==> src/rtl/pit_pkg.sv <==
package pit_pkg;
   // Register selectors on the access port
   typedef enum logic [1:0] {
      PIT_SEL_COUNT  = 2'd0,
      PIT_SEL_PERIOD = 2'd1,
      PIT_SEL_SCALE  = 2'd2
   } pit_sel_e;
endpackage

==> src/rtl/pit_cfg_regs.sv <==
module pit_cfg_regs
   import pit_pkg::*;
#(
   parameter int CNT_W   = 16,
   parameter int SCALE_W = 8,
   parameter int ADDR_W  = 2,
   parameter int DATA_W  = 16
) (
   input  logic               clk,
   input  logic               rst_n,
   input  logic               wr_en,
   input  logic [ADDR_W-1:0]  wr_addr,
   input  logic [DATA_W-1:0]  wr_data,
   output logic [CNT_W-1:0]   period_q,
   output logic [SCALE_W-1:0] scale_q,
   output logic               count_wr,
   output logic               scale_wr
);
   logic period_wr;

   assign count_wr  = wr_en && (wr_addr == ADDR_W'(PIT_SEL_COUNT));
   assign period_wr = wr_en && (wr_addr == ADDR_W'(PIT_SEL_PERIOD));
   assign scale_wr  = wr_en && (wr_addr == ADDR_W'(PIT_SEL_SCALE));

   always_ff @(posedge clk or negedge rst_n) begin
      if (!rst_n) begin
         period_q <= '0;
         scale_q  <= '0;
      end else begin
         if (period_wr) period_q <= wr_data[CNT_W-1:0];
         if (scale_wr)  scale_q  <= wr_data[SCALE_W-1:0];
      end
   end
endmodule

==> src/rtl/pit_prescaler.sv <==
module pit_prescaler #(
   parameter int SCALE_W = 8
) (
   input  logic               clk,
   input  logic               rst_n,
   input  logic               enable,
   input  logic               restart,
   input  logic [SCALE_W-1:0] scale,
   output logic [SCALE_W-1:0] phase,
   output logic               tick
);
   logic at_end;

   assign at_end = (phase >= scale);
   assign tick   = enable && !restart && at_end;

   always_ff @(posedge clk or negedge rst_n) begin
      if (!rst_n)       phase <= '0;
      else if (restart) phase <= '0;
      else if (enable)  phase <= at_end ? '0 : phase + 1'b1;
   end
endmodule

==> src/rtl/pit_counter.sv <==
module pit_counter #(
   parameter int CNT_W = 16
) (
   input  logic             clk,
   input  logic             rst_n,
   input  logic             tick,
   input  logic             load,
   input  logic [CNT_W-1:0] load_val,
   input  logic [CNT_W-1:0] period,
   output logic [CNT_W-1:0] count,
   output logic             irq
);
   logic at_zero;

   assign at_zero = (count == '0);

   always_ff @(posedge clk or negedge rst_n) begin
      if (!rst_n) begin
         count <= '0;
         irq   <= 1'b0;
      end else begin
         irq <= 1'b0;
         if (load) begin
            count <= load_val;
         end else if (tick) begin
            if (at_zero) begin
               count <= period;
               irq   <= 1'b1;
            end else begin
               count <= count - 1'b1;
            end
         end
      end
   end
endmodule

==> src/rtl/prescaled_interval_timer.sv <==
module prescaled_interval_timer
   import pit_pkg::*;
#(
   parameter int CNT_W   = 16,
   parameter int SCALE_W = 8,
   parameter int ADDR_W  = 2,
   parameter int DATA_W  = 16
) (
   input  logic              clk,
   input  logic              rst_n,
   input  logic              enable,
   input  logic              wr_en,
   input  logic [ADDR_W-1:0] wr_addr,
   input  logic [DATA_W-1:0] wr_data,
   input  logic [ADDR_W-1:0] rd_addr,
   output logic [DATA_W-1:0] rd_data,
   output logic              irq
);
   generate
      if (DATA_W < CNT_W)   begin : g_bad_cnt   $error("DATA_W must hold the count"); end
      if (DATA_W < SCALE_W) begin : g_bad_scale $error("DATA_W must hold the scale"); end
      if (ADDR_W < 2)       begin : g_bad_addr  $error("ADDR_W must be at least 2");  end
   endgenerate

   logic [CNT_W-1:0]   cnt_val;
   logic [CNT_W-1:0]   period_val;
   logic [SCALE_W-1:0] scale_val;
   logic [SCALE_W-1:0] pre_phase;
   logic               cnt_load;
   logic               scale_load;
   logic               pre_tick;
   logic [DATA_W-1:0]  scale_ext;

   pit_cfg_regs #(
      .CNT_W(CNT_W), .SCALE_W(SCALE_W), .ADDR_W(ADDR_W), .DATA_W(DATA_W)
   ) u_regs (
      .clk(clk), .rst_n(rst_n), .wr_en(wr_en), .wr_addr(wr_addr), .wr_data(wr_data),
      .period_q(period_val), .scale_q(scale_val), .count_wr(cnt_load), .scale_wr(scale_load)
   );

   pit_prescaler #(.SCALE_W(SCALE_W)) u_pre (
      .clk(clk), .rst_n(rst_n), .enable(enable), .restart(scale_load),
      .scale(scale_val), .phase(pre_phase), .tick(pre_tick)
   );

   pit_counter #(.CNT_W(CNT_W)) u_cnt (
      .clk(clk), .rst_n(rst_n), .tick(pre_tick), .load(cnt_load),
      .load_val(wr_data[CNT_W-1:0]), .period(period_val), .count(cnt_val), .irq(irq)
   );

   generate
      if (DATA_W > SCALE_W) begin : g_scale_pad
         assign scale_ext = {{(DATA_W-SCALE_W){1'b0}}, scale_val};
      end else begin : g_scale_full
         assign scale_ext = scale_val;
      end
   endgenerate

   always_comb begin
      unique case (rd_addr)
         ADDR_W'(PIT_SEL_COUNT):  rd_data = DATA_W'(cnt_val);
         ADDR_W'(PIT_SEL_PERIOD): rd_data = DATA_W'(period_val);
         ADDR_W'(PIT_SEL_SCALE):  rd_data = scale_ext;
         default:                 rd_data = '0;
      endcase
   end
endmodule

==> config.mk <==
export PLATFORM = sky130hd
export DESIGN_NAME = prescaled_interval_timer
export DESIGN_NICKNAME = d
export VERILOG_FILES = /design/src/rtl/pit_pkg.sv /design/src/rtl/pit_cfg_regs.sv /design/src/rtl/pit_prescaler.sv /design/src/rtl/pit_counter.sv /design/src/rtl/prescaled_interval_timer.sv
export SDC_FILE = /design/constraint.sdc
export NUM_CORES = 1
export LEC_CHECK = 0
export ABC_AREA = 0
export CORE_MARGIN = 2
export CORE_UTILIZATION = 30
export CTS_CLUSTER_DIAMETER = 50
export DETAILED_ROUTE_END_ITERATION = 10
export PLACE_DENSITY = 0.56
export SLEW_MARGIN = 0
export SYNTH_ARGS = -nofsm -noshare
export SYNTH_HDL_FRONTEND = slang
export SYNTH_SLANG_ARGS = --single-unit
==> constraint.sdc <==
create_clock -name clk -period 3.41 [get_ports clk]
set_clock_uncertainty 0.1 [all_clocks]
set_input_delay 0.341 -clock clk [delete_from_list [all_inputs] [get_ports clk]]
set_output_delay 0.341 -clock clk [all_outputs]
set_load 0.05 [all_outputs]
==> results.ini <==
[timing]
finalHoldViolations = 0
whs_ps = 440
tns_ps = 0
clock.fmax_mhz = 347
post-route-period-util = 0.844
rsz0062_at_grt = false
setup_violations = 0
tightest_slew_ps = 795
max_slew_margin = 0.470
slew_violations = 0
final.min_clock_period_ps = 2880

[finish]
synthToLayoutAreaGrowth_pct = 23.2
antennaDiodeCount = 0
drive_gt1_frac = 0.154
nFillCells = 1009
stdcell_count = 506
final_nets = 404
stdcell_area_mm2 = 0.00385

[grt]
grt_pass1_wl_um = 14300
grt_pass1_vias = 2683
grt_usage = 0.158
antenna_found_initial = 0
grt_max_degree = 28
grt_overflow = 0

[critical_path]
critPathLaunch = u_cnt.count[0]
start_kind = flip-flop
crit_fanout = 20
crit_buf_inv = 2
r2r-start = u_cnt.count[0]
worstSetupPathType = reg2reg
critPathSlowestCell = or4b_2
cpLargestDelayFamily = simple AND/OR/NAND/NOR gates
path_cells = inv_1 -> ha_1 -> or4b_2 -> or4_1 -> buf_4 -> nor2b_1 -> a2111oi_0 -> o31ai_1
worst_setup_path_end_kind = flip-flop
crit_required_ps = 3500
worstPathArrival_ps = 2970
slowest_delay_ps = 590

[logic_synthesis]
syn-num-nets = 369
synth_top_area_share = 0.392
synth_top_area_cell = dfrtp_1
syn_area_mm2 = 0.00313
synth.area.top_cells = dfrtp_1, mux2_2, mux2i_1, ha_1, o21ai_0
async_reset_ff_frac = 1.00
ys_seq_elements = 49
synth.distinct_cells = 51
synth_warnings = 0
ys_seq_area_frac = 0.392
synth_edf_count = 0
syn_inst = 334
synth_ff_type = dfrtp_1
avgSynthCellArea_um2 = 9.37

[clock_tree]
clk_pin_slew_ps = 100
clockBufferDepth = 2
cts_buffers = 5
cts_sinks = 49
cts_tree = done
postCtsResizedCells = 0
root_buffer = clkbuf_8
htree_levels = 2
insertion_delay_ps = 310

[detailed_routing]
num_vias = 2734
firstDrtPassIters = 4
vias_per_cell = 5.40
ant_nets = 0
wirelength_um = 8600
drt_iter0_drc = 181
wl_per_cell_um = 17.0
post-route-drc-count = 0

[floorplan]
die_w_um = 106
initial_core_util = 0.306
coreArea_mm2 = 0.0102
ios = 41
die_area_mm2 = 0.0113
fp.dieH_um = 106
num_rows = 37

[placed_design]
dp_cells = 497
portBuffers = 40
gp_congestion = 0.825
placed_area_mm2 = 0.00376
dp_hpwl_um = 6030

[min_path]
min_from = u_pre.phase[5]
hold_path_class = reg2reg

[power]
irDropWorstVdd_v = 0.000194
power_density_mw_per_mm2 = 476
p_leak_uw = 0.00162
power_uw = 1840

[flow_run]
maxCapViolCount = 0

[outcome]
outcome = complete, no violations

## per-stage QoR
step                      setup WS (ps)  utilization
after floorplan                     752            -
after global placement              649        0.368
after global routing                404        0.377
after CTS                           547        0.377
after detailed placement            569        0.368
final                               531        0.377
## repair_timing
action,CTS,global route
setup buffers,0,0
hold buffers,1,0
endpoints found under the hold margin,22,0
## layer usage
metal	GRT usage	share of wire
met1	0.227	0.46
met2	0.248	0.47
met3	0.0221	0.055
met4	0.0414	0.013
met5	0	0
## cell type report
cell class | instances | area (um2) | area share
multi-input combinational | 244 | 1750 | 0.454
sequential | 49 | 1230 | 0.318
timing repair buffer | 51 | 561 | 0.145
tap | 136 | 170 | 0.0441
clock buffer | 8 | 80.1 | 0.0208
inverter | 18 | 67.6 | 0.0175
## power breakdown
part	switching, uW	internal [uW]
sequential	134	688
combinational	360	312
clock	196	146
## sequential cells by signal, indices dropped and copies added, names as in the netlist
register and flops:
u_cnt.count 16, u_cnt.irq 1, u_regs.period_q 16, u_pre.phase 8, u_regs.scale_q 8
## cell usage after synthesis, types with 2 or more instances
cell       count
dfrtp_1       49
nand2_1       27
mux2_2        25
o21ai_0       23
mux2i_1       21
nor2_1        20
clkbuf_1      19
inv_1         18
a21oi_1       14
a31oi_1       13
ha_1          11
nand3_1       11
o2111ai_1      7
a22o_1         6
o31ai_1        6
nand2b_1       5
nor4_1         4
or4_1          4
a31o_2         3
and3_1         3
buf_2          3
nor2b_1        3
nor3_1         3
o41ai_1        3
xnor2_1        3
a2bb2oi_1      2
and2_1         2
nand3b_1       2
nor3b_1        2
## final timing paths
path	slack [ps]	cells after the start	to
worst min register to register	440	1	u_pre.phase[5]
min in group asynchronous	460	2	u_pre.phase[3]
worst max register to register	530	8	u_cnt.count[1]
worst max-delay path	530	8	u_cnt.count[1]
max in group asynchronous	1960	3	u_regs.scale_q[3]
worst min-delay path	440	1	u_pre.phase[5]
## kinds of logic (layout without fill, tap and decap cells)
| family | count (synthesis) | in the layout | share of synthesized area |
|---|---|---|---|
| adders and majority gates | 11 | 11 | 0.0440 |
| and+or+nand+nor | 94 | 94 | 0.155 |
| AOI/OAI and AO/OA | 90 | 90 | 0.194 |
| DFF | 49 | 49 | 0.392 |
| muxes | 46 | 46 | 0.157 |
| buffers and inverters | 41 | 77 | 0.0504 |
| xor gates and xnor gates | 3 | 3 | 0.00840 |
## worst reg2reg max path: stages, from the launching register on
cell and delay (ps):
dfrtp_1 450, inv_1 120, ha_1 200, or4b_2 590
or4_1 450, buf_4 230, nor2b_1 150, a2111oi_0 380
o31ai_1 100
## placed cells by master, fill, tap and decap left out, drive strengths merged, types with 3 or more instances in the layout
cell / n
a21oi: 14
inv: 18
ha: 11
o21ai: 23
nor3: 3
xnor2: 3
a31oi: 13
a31o: 3
buf: 19
dfrtp: 49
or4: 5
clkbuf: 8
nand2b: 5
o41ai: 3
o31ai: 6
nand2: 27
nor2: 20
clkdlybuf4s50: 31
mux2i: 21
o2111ai: 7
nand3: 11
and3: 3
mux2: 25
nor2b: 3
nor4: 4
a22o: 6
Power figures use the tool's default switching activity.
